File: src/rtl/evt_timer_pkg.sv
package evt_timer_pkg;
    localparam int REG_W  = 64;
    localparam int HALF_W = REG_W / 2;
    localparam int ADDR_W = 3;

    typedef enum logic [ADDR_W-1:0] {
        SEL_CAPS = 3'd0,
        SEL_GCFG = 3'd1,
        SEL_CNT  = 3'd2,
        SEL_TCFG = 3'd3,
        SEL_CMP  = 3'd4
    } reg_sel_e;

    // timer configuration bit positions (software-visible)
    localparam int TB_EN   = 0;
    localparam int TB_PER  = 1;
    localparam int TB_SETV = 2;
    localparam int TB_NAR  = 3;
    localparam int TB_LVL  = 4;
    localparam int TB_CAP  = 5;
    localparam int TB_STS  = 6;

    typedef struct packed {
        logic en;
        logic per;
        logic setv;
        logic nar;
        logic lvl;
    } tcfg_t;

    // merge a write into an old register image (wide or one half)
    function automatic logic [REG_W-1:0] merge_half(input logic [REG_W-1:0] old_v,
                                                    input logic [REG_W-1:0] wd,
                                                    input logic wide,
                                                    input logic hi);
        if (wide)    return wd;
        else if (hi) return {wd[HALF_W-1:0], old_v[HALF_W-1:0]};
        else         return {old_v[REG_W-1:HALF_W], wd[HALF_W-1:0]};
    endfunction
endpackage

File: src/rtl/evt_counter.sv
module evt_counter
    import evt_timer_pkg::*;
#(
    parameter bit BLOCK_CARRY = 1'b1
) (
    input  logic             clk,
    input  logic             rst_n,
    input  logic             run_i,
    input  logic             wr_i,
    input  logic             wide_i,
    input  logic             hi_i,
    input  logic [REG_W-1:0] wdata_i,
    input  logic             narrow_i,
    output logic [REG_W-1:0] cnt_o
);
    typedef struct packed {
        logic [HALF_W-1:0] hi;
        logic [HALF_W-1:0] lo;
    } cnt_t;

    cnt_t cnt_q, cnt_d;
    logic blk;

    assign blk = BLOCK_CARRY && narrow_i;

    always_comb begin
        cnt_d = cnt_q;
        if (run_i) begin
            cnt_d.lo = cnt_q.lo + 1'b1;
            if ((&cnt_q.lo) && !blk) cnt_d.hi = cnt_q.hi + 1'b1;
        end else if (wr_i) begin
            cnt_d = cnt_t'(merge_half(cnt_q, wdata_i, wide_i, hi_i));
        end
        if (blk) cnt_d.hi = '0;
    end

    always_ff @(posedge clk or negedge rst_n) begin
        if (!rst_n) cnt_q <= '0;
        else        cnt_q <= cnt_d;
    end

    assign cnt_o = blk ? {{HALF_W{1'b0}}, cnt_q.lo} : cnt_q;


    cnt_step_chk: assert property (@(posedge clk) disable iff (!rst_n)
        run_i |=> cnt_q.lo == $past(cnt_q.lo) + 1'b1);

    cnt_hold_chk: assert property (@(posedge clk) disable iff (!rst_n)
        (!run_i && !wr_i && !blk) |=> $stable(cnt_q));

    cnt_upper_zero_chk: assert property (@(posedge clk) disable iff (!rst_n)
        blk |=> cnt_q.hi == '0);
endmodule

File: src/rtl/evt_channel.sv
module evt_channel
    import evt_timer_pkg::*;
(
    input  logic             clk,
    input  logic             rst_n,
    input  logic             run_i,
    input  logic [REG_W-1:0] cnt_i,
    input  logic             cfg_wr_i,
    input  logic             cmp_wr_i,
    input  logic             wide_i,
    input  logic             hi_i,
    input  logic [REG_W-1:0] wdata_i,
    output logic [REG_W-1:0] cfg_rd_o,
    output logic [REG_W-1:0] cmp_o,
    output logic             nar_o,
    output logic             irq_o
);
    typedef struct packed {
        tcfg_t            cfg;
        logic [REG_W-1:0] cmp;
        logic [REG_W-1:0] period;
        logic             sts;
        logic             pulse;
    } ch_t;

    ch_t ch_q, ch_d;
    logic lo_wr, match, clr;
    logic [REG_W-1:0] cmp_new, per_new;

    always_comb begin
        lo_wr = wide_i || !hi_i;
        match = ch_q.cfg.en && run_i &&
                (ch_q.cfg.nar ? (cnt_i[HALF_W-1:0] == ch_q.cmp[HALF_W-1:0])
                              : (cnt_i == ch_q.cmp));
        clr   = cfg_wr_i && lo_wr && wdata_i[TB_STS];

        cmp_new = merge_half(ch_q.cmp, wdata_i, wide_i, hi_i);
        per_new = merge_half(ch_q.period, wdata_i, wide_i, hi_i);
        if (ch_q.cfg.nar) begin
            cmp_new[REG_W-1:HALF_W] = ch_q.cmp[REG_W-1:HALF_W];
            per_new[REG_W-1:HALF_W] = ch_q.period[REG_W-1:HALF_W];
        end

        ch_d = ch_q;
        if (cfg_wr_i && lo_wr) begin
            ch_d.cfg.en   = wdata_i[TB_EN];
            ch_d.cfg.per  = wdata_i[TB_PER];
            ch_d.cfg.setv = wdata_i[TB_SETV];
            ch_d.cfg.nar  = wdata_i[TB_NAR];
            ch_d.cfg.lvl  = wdata_i[TB_LVL];
        end

        if (cmp_wr_i) begin
            ch_d.cfg.setv = 1'b0;
            if (!ch_q.cfg.per) begin
                ch_d.cmp = cmp_new;
            end else if (ch_q.cfg.setv) begin
                ch_d.cmp    = cmp_new;
                ch_d.period = per_new;
            end else begin
                ch_d.period = per_new;
            end
        end else if (match && ch_q.cfg.per) begin
            if (ch_q.cfg.nar)
                ch_d.cmp[HALF_W-1:0] = ch_q.cmp[HALF_W-1:0] + ch_q.period[HALF_W-1:0];
            else
                ch_d.cmp = ch_q.cmp + ch_q.period;
        end

        ch_d.sts   = (ch_q.sts && !clr) || match;
        ch_d.pulse = match;
    end

    always_ff @(posedge clk or negedge rst_n) begin
        if (!rst_n) begin
            ch_q        <= '0;
            ch_q.cmp    <= '1;
        end else begin
            ch_q <= ch_d;
        end
    end

    always_comb begin
        cfg_rd_o         = '0;
        cfg_rd_o[TB_EN]  = ch_q.cfg.en;
        cfg_rd_o[TB_PER] = ch_q.cfg.per;
        cfg_rd_o[TB_SETV]= ch_q.cfg.setv;
        cfg_rd_o[TB_NAR] = ch_q.cfg.nar;
        cfg_rd_o[TB_LVL] = ch_q.cfg.lvl;
        cfg_rd_o[TB_CAP] = 1'b1;
        cfg_rd_o[TB_STS] = ch_q.sts;
    end

    assign cmp_o = ch_q.cmp;
    assign nar_o = ch_q.cfg.nar;
    assign irq_o = ch_q.cfg.lvl ? ch_q.sts : ch_q.pulse;


    oneshot_cmp_chk: assert property (@(posedge clk) disable iff (!rst_n)
        (match && !ch_q.cfg.per && !cmp_wr_i) |=> $stable(ch_q.cmp));

    periodic_add_chk: assert property (@(posedge clk) disable iff (!rst_n)
        (match && ch_q.cfg.per && !ch_q.cfg.nar && !cmp_wr_i)
        |=> ch_q.cmp == $past(ch_q.cmp) + $past(ch_q.period));

    narrow_upper_chk: assert property (@(posedge clk) disable iff (!rst_n)
        ch_q.cfg.nar |=> ch_q.cmp[REG_W-1:HALF_W] == $past(ch_q.cmp[REG_W-1:HALF_W]));

    level_hold_chk: assert property (@(posedge clk) disable iff (!rst_n)
        (ch_q.sts && !clr) |=> ch_q.sts);

    pulse_sts_chk: assert property (@(posedge clk) disable iff (!rst_n)
        ch_q.pulse |-> ch_q.sts);

    setv_clear_chk: assert property (@(posedge clk) disable iff (!rst_n)
        cmp_wr_i |=> !ch_q.cfg.setv);
endmodule

File: src/rtl/evt_timer.sv
module evt_timer
    import evt_timer_pkg::*;
#(
    parameter bit BLOCK_CARRY = 1'b1
) (
    input  logic              clk,
    input  logic              rst_n,
    input  logic              bus_wr_en,
    input  logic [ADDR_W-1:0] bus_addr,
    input  logic              bus_wide,
    input  logic              bus_hi,
    input  logic [REG_W-1:0]  bus_wdata,
    output logic [REG_W-1:0]  bus_rdata,
    output logic              irq_o
);
    typedef struct packed {
        logic run;
    } top_t;

    top_t top_q, top_d;
    reg_sel_e sel;
    logic cnt_wr, cfg_wr, cmp_wr, nar;
    logic [REG_W-1:0] cnt, cfg_rd, cmp, full_rd;

    assign sel    = reg_sel_e'(bus_addr);
    assign cnt_wr = bus_wr_en && (sel == SEL_CNT) && !top_q.run;
    assign cfg_wr = bus_wr_en && (sel == SEL_TCFG);
    assign cmp_wr = bus_wr_en && (sel == SEL_CMP);

    always_comb begin
        top_d = top_q;
        if (bus_wr_en && (sel == SEL_GCFG) && (bus_wide || !bus_hi))
            top_d.run = bus_wdata[0];
    end

    always_ff @(posedge clk or negedge rst_n) begin
        if (!rst_n) top_q <= '0;
        else        top_q <= top_d;
    end

    evt_counter #(.BLOCK_CARRY(BLOCK_CARRY)) u_cnt (
        .clk      (clk),
        .rst_n    (rst_n),
        .run_i    (top_q.run),
        .wr_i     (cnt_wr),
        .wide_i   (bus_wide),
        .hi_i     (bus_hi),
        .wdata_i  (bus_wdata),
        .narrow_i (nar),
        .cnt_o    (cnt)
    );

    evt_channel u_ch (
        .clk      (clk),
        .rst_n    (rst_n),
        .run_i    (top_q.run),
        .cnt_i    (cnt),
        .cfg_wr_i (cfg_wr),
        .cmp_wr_i (cmp_wr),
        .wide_i   (bus_wide),
        .hi_i     (bus_hi),
        .wdata_i  (bus_wdata),
        .cfg_rd_o (cfg_rd),
        .cmp_o    (cmp),
        .nar_o    (nar),
        .irq_o    (irq_o)
    );

    always_comb begin
        case (sel)
            SEL_CAPS: full_rd = {{(REG_W-2){1'b0}}, BLOCK_CARRY, 1'b1};
            SEL_GCFG: full_rd = {{(REG_W-1){1'b0}}, top_q.run};
            SEL_CNT:  full_rd = cnt;
            SEL_TCFG: full_rd = cfg_rd;
            SEL_CMP:  full_rd = cmp;
            default:  full_rd = '0;
        endcase
        if (bus_wide)    bus_rdata = full_rd;
        else if (bus_hi) bus_rdata = {{HALF_W{1'b0}}, full_rd[REG_W-1:HALF_W]};
        else             bus_rdata = {{HALF_W{1'b0}}, full_rd[HALF_W-1:0]};
    end


    run_write_ignored_chk: assert property (@(posedge clk) disable iff (!rst_n)
        (top_q.run && bus_wr_en && sel == SEL_CNT)
        |=> cnt[HALF_W-1:0] == $past(cnt[HALF_W-1:0]) + 1'b1);
endmodule

File: config.mk
export PLATFORM = sky130hd
export DESIGN_NAME = evt_timer
export DESIGN_NICKNAME = d
export VERILOG_FILES = /design/src/rtl/evt_timer_pkg.sv /design/src/rtl/evt_counter.sv /design/src/rtl/evt_channel.sv /design/src/rtl/evt_timer.sv
export SDC_FILE = /design/constraint.sdc
export NUM_CORES = 1
export LEC_CHECK = 0
export BUFFER_PORTS_ARGS = -buffer_cell sky130_fd_sc_hd__buf_4
export CAP_MARGIN = 20
export CORE_UTILIZATION = 60
export DETAILED_ROUTE_END_ITERATION = 16
export GPL_ROUTABILITY_DRIVEN = 0
export PLACE_DENSITY_LB_ADDON = 0.12
export SLEW_MARGIN = 20
export SYNTH_ARGS = -nofsm -noshare
export SYNTH_HDL_FRONTEND = slang
export SYNTH_HIERARCHICAL = 1
export SYNTH_SLANG_ARGS = --single-unit
export TNS_END_PERCENT = 10
File: constraint.sdc
create_clock -name clk -period 7.3 [get_ports clk]
set_clock_uncertainty 0.1 [all_clocks]
set_input_delay 0.365 -clock clk [delete_from_list [all_inputs] [get_ports clk]]
set_output_delay 0.365 -clock clk [all_outputs]
set_load 0.1 [all_outputs]
* Word level (Yosys, flattened, before mapping)
Index checks and enable logic that the tools add are counted.
Word-level totals: flip-flop bits (word level) 200, bits of input ports 72, output and inout port bits 65, word-level logic and storage cells 86
Cells by class: reduce and logical (&&, ||, !) cells 33, add/subtract/negate cells 4, equality and inequality tests 11, mux-type cells 23, bitwise gates (word level) 1
Operator list (count):
- 64-bit 2-to-1 mux | 12
- 64-bit one-hot mux with 5 select lines | 1
- 32-bit 2-to-1 mux | 6
- 32-bit by 1-bit adder with 32-bit output, second input constant | 2
- 64-bit adder | 1
- 64-bit equality test | 1
- 32-bit adder | 1
- 32-bit equality test | 1
- 32-bit AND reduction | 1
- 1-bit logical AND | 13
- 3-bit AND reduction | 3
- 2-bit nonzero test | 4
- 3-bit by 2-bit equality test with 1-bit output, second input constant | 2
- 1-bit logical NOT | 4
- 2-bit inequality test, second input constant | 2
- 2-bit AND reduction | 2
- 4-bit AND reduction | 1
- 4-bit nonzero test | 1
- 3-bit by 1-bit equality test with 1-bit output, second input constant | 1
- 3-bit equality test, second input constant | 1
- 3-bit logical NOT | 1
- 1-bit 2-to-1 mux | 3
- 3-bit 2-to-1 mux | 1
- 3-bit by 1-bit inequality test with 1-bit output, second input constant | 1
- 5 further kinds | 6

* Longest topological paths before layout
depth in word-level cells 7, mapped depth 16, mapped depth without buffers 13

* Hierarchy
Netlist, hierarchy kept.
Modules (own cells, without submodules):
- evt_channel | sequential area each 3458.3 µm², cells an instance 1350, instances 1, area each 11577.4 µm²
- evt_counter | sequential area each 1601.5 µm², cells an instance 662, instances 1, area each 5147.4 µm²
- evt_timer | sequential area each 25.0 µm², cells an instance 256, instances 1, area each 1830.5 µm²

* Least setup slack after synthesis
OpenSTA, ideal clock, no wires.
kind reg2reg, start reg, netlist name u_ch/cmp_o[0], end reg, netlist name u_ch/cmp_o[60], buffers on the path 0, clock period less this slack 3272 ps, data required time 7136 ps, cell stages (with the launch flop) 14, arrival time 3108 ps, slack 4028 ps, library setup time 64 ps, cells stage by stage dfstp_2 -> ha_1 -> inv_1 -> fa_1 -> and2b_1 -> o2111ai_1 -> a2111oi_1 -> o21ai_1 -> nand3_2 -> a2111oi_4 -> nor2_4 -> a21oi_1 -> or4b_1 -> nand3_1
On the way: longest elaborated chain between the ends 6, elaborated cells between the ends (all ways) 11, those cells by class add/sub (1); eq/ne (2); mux (4); reduce/logical (4)
RTL lines:
- parallel branches: the longest is 6 deep, another holds 64-bit adder
Several ways; the timed one is not identified. The select of a mux whose other input is x is not followed. A chain may end at the register's enable or synchronous reset.

==> summary.txt <==
Min path
  • Hold Crit Depth: 3
  • Hold worst-path end: u_ch/cmp_o[31]
  • Hold crit path type: input pin to flip-flop
  • Hold wc startpoint: bus_wdata[31]

Detailed routing
  • DRC viols: 0
  • Wire length on met1: between 20,000 and 30,000 um
  • Routed WL: 68,600 um
  • Starting DRT DRC Count: ~2,800
  • Met3 Wirelength: 8590 um
  • DR vias/cell: roughly 7.1
  • Vias: approximately 18,000
  • Top routing layer used: met5
  • DR WL/cell: around 27 um
  • DRT antenna net count: 0
  • Drt first pass iters: 6
  • Metal2 WL: about 29,000 um

Die
  • Core Rows: 64
  • Die footprint: between 0.03 and 0.04 sq mm
  • Core Area: slightly above 0.03 sq mm
  • Die Y-Extent: approximately 180 um
  • Num ports: between 100 and 150
  • Starting density of the core: between 60 and 70%
  • Chip width: between 150 and 200 um

Global routing
  • First-pass GRT wire length: 101,000 um
  • Vias in the first global route: ~17,000
  • Antenna violations before repair: 2
  • GRT overflow: 0
  • Gr usage total: 43.3%
  • Largest net degree at the start of global routing: 94

Power and ir drop
  • Worst vdd ir: around 0.25 mV
  • Flop pwr share: ~28%
  • Sw Ratio: 49.7%
  • Gate power share: roughly three fifths
  • Clock network power share: 13.5%
  • Overall Power: about 0.0080 W
  • Switch Pwr: between 0.003 and 0.004 W
  • Power Dens Cells: around 420 mW/mm^2
  • Pleak: about 8.0 nW
  • P_int: approximately 0.004 W

Cells and area
  • Layout cells sized above 1: roughly 17%
  • Post-route cell area: slightly below 0.02 sq mm
  • Non-Filler Instances: about 2,600
  • Ant. Diodes: 0
  • Fill cell count: 2,631
  • Area growth syn-to-layout: 3.55%
  • Final #Nets: 2,312
  • Storage cell area: ~0.005 sq mm
  • Area of the multi-input gates: 0.0116 sq mm

Worst setup path
  • CP Launch Point: u_ch/nar_o
  • Worst-path fanout max: 60
  • Crit path DAT: around 4.9 ns
  • R2r endpoint: u_ch/cmp_o[60]
  • Worst endpoint required time: 7.59 ns
  • Crit end category: flip-flop
  • RR Startpoint: u_ch/nar_o
  • Critical path type: flip-flop to flip-flop
  • Reg2reg setup slack: approximately 2.7 ns
  • Worst reg-to-reg path cell count: 12
  • Startpoint types: flip-flop

Clock tree
  • Post-CTS Setup Repair Bufs: 0
  • CTS clk-pin slew, worst paths: 0.08 ns
  • Clk_lat worst skew: roughly 0.46 ns
  • Post-CTS sizing: 0
  • CTS max path bufs: 2
  • TritonCTS buffer count: 17
  • H-tree Lvls: 4
  • Root Driver: clkbuf_16
  • Clock sinks: 200
  • CTS tree: done

Status
  • Status: finished, final reports clean

Logic synthesis
  • Yosys warns: 6
  • Predominant post-synthesis flop cell: dfrtp_1
  • Synth top area share: a little under a fifth
  • Count leader, synth: nor2_1
  • Leading area contributor after synthesis: dfrtp_1
  • Yosys cell types: 100
  • Cells after Synth: about 2,300
  • Synth top area cells: dfrtp_1 18%, dfstp_2 9.1%, buf_4 6.8%, a21oi_1 5.9%, xnor2_1 4.8%
  • Yosys reg bits: 200
  • Mapped cell area: ~0.019 sq mm
  • Sequential element share of the synthesized area: a little over a quarter
  • Number of synthesized flops with an enable pin: 0
  • Commonest cells in the netlist: 221 x nor2_1, 219 x a21oi_1, 169 x buf_4, 136 x dfrtp_1, 126 x nand2_1
  • Avg Inst Size Synth: approximately 8.2 sq um
  • Asr flop ratio synth: 100%

STA
  • Count of final max-slew check failures: 0
  • Relative slew slack: roughly 29%
  • Final period utilization: 63.4%
  • Minimum clock period: ~4.6 ns
  • Worst slew pin tran: roughly 1.1 ns
  • Max frequency: 216 MHz
  • Final Hold Viols: 0
  • Final setup margin: 2.67 ns
  • Setup-failing EPs final: 0
  • Setup TNS: 0 ns
  • RSZ-0062 raised after global routing: no

Placement
  • DP Worst Slack: ~2.8 ns
  • Post-DP HPWL: 50,300 um
  • DP Area: around 0.019 sq mm
  • PortBufs: 136
  • Placed Cells: roughly 2,500

Flow run
  • Max Cap Viol: 0
==> per-layer routing <==
layer	vias up	global-route usage [%]
met5	-	0
met4	4	25.1
met3	246	10.9
met2	1356	62.9
met1	8684	58.0
li1	7944	-
==> layout make-up <==
| class | instances | share of cell area (%) |
|---|---|---|
| Clock inverter | 14 | 1.08 |
| Timing Repair Buffer | 162 | 6.44 |
| Sequential cell | 200 | 26.5 |
| Tap cell | 396 | 2.58 |
| Multi-Input combinational cell | 1756 | 60.4 |
| Clock buffer | 18 | 2.29 |
| Inverter | 37 | 0.723 |
==> metrics by stage <==
| stage | util [%] | hold WS (ns) |
|---|---|---|
| finish | 63.0 | 0.125 |
| global route | 63.0 | 0.101 |
| CTS | 62.9 | 0.106 |
| detailed placement | 60.7 | 0.319 |
| global placement | 60.7 | 0.312 |
| floorplan | - | -0.0306 |
==> placed cells by master (no fill, tap or decap), types with 33 or more instances in the layout <==
| cell | instances |
|---|---|
| nand3_1 | 51 |
| a211oi_1 | 33 |
| nor2_1 | 220 |
| mux2_2 | 54 |
| dfrtp_1 | 134 |
| ha_1 | 65 |
| dfstp_2 | 64 |
| nand2_1 | 125 |
| a21o_1 | 37 |
| nor2b_1 | 33 |
| conb_1 | 58 |
| a2bb2oi_1 | 51 |
| o22ai_1 | 37 |
| a21oi_1 | 219 |
| o21ai_0 | 72 |
| xnor2_1 | 101 |
| and3_1 | 46 |
| a22oi_1 | 105 |
| buf_4 | 159 |
| xor2_1 | 43 |
| a31oi_1 | 42 |
| nand4_1 | 48 |
| inv_1 | 36 |
==> worst max path at each step <==
stage / to / slack, ns / depth (start not counted)
after floorplan: u_ch/cmp_o[60] / 4.03 / 13
after global placement: u_ch/cmp_o[60] / 2.84 / 11
after detailed placement: u_ch/cmp_o[60] / 2.77 / 11
after CTS: u_ch/cmp_o[60] / 2.92 / 12
after global routing: u_ch/cmp_o[60] / 2.55 / 12
final: u_ch/cmp_o[60] / 2.67 / 12
==> logic make-up after synthesis <==
logic type / share of synthesized area [%]
XOR/XNOR: 6.80
buffers and inverters: 11.4
AND/OR/NAND/NOR: 18.3
other: 0.0405
flip-flops: 27.4
AO/OA/AOI/OAI: 27.4
adder cells (fa/ha/maj): 4.49
multiplexers: 4.15
==> power by group through the flow <==
stage	Sequential [W]	Clock [W]	Combinational, W
finish	0.00225	0.00109	0.00469
global placement	0.00222	0	0.00445
CTS	0.00222	0.00109	0.00453
detailed placement	0.00224	0	0.00451
floorplan	0.00197	0	0.00391
global route	0.00229	0.00114	0.00503
==> critical path: stages (launching register included) <==
cell and delay (ns):
dfrtp_2 0.37, buf_4 0.58, nor2b_1 0.20, xnor2_1 0.37, nand4_1 0.21, nor4_1 0.25, a21oi_1 0.17, nor4_4 0.35
nand3_2 0.21, a21oi_4 0.62, buf_4 0.52, or4b_1 0.48, nand3_1 0.10
==> state kept, by name, summed over array words and instances (netlist names) <==
| register | flops |
|---|---|
| top_q | 1 |
| u_ch/nar_o | 1 |
| u_cnt/cnt_q | 64 |
| u_ch/cfg_rd_o | 5 |
| u_ch/ch_q | 65 |
| u_ch/cmp_o | 64 |
==> repair_timing <==
item | in CTS | in global routing
setup endpoints to repair | 0 | 0
hold buffers | 1 | 0
hold endpoints to repair | 57 | 0
Note: power is estimated with default switching activity, not from simulation.
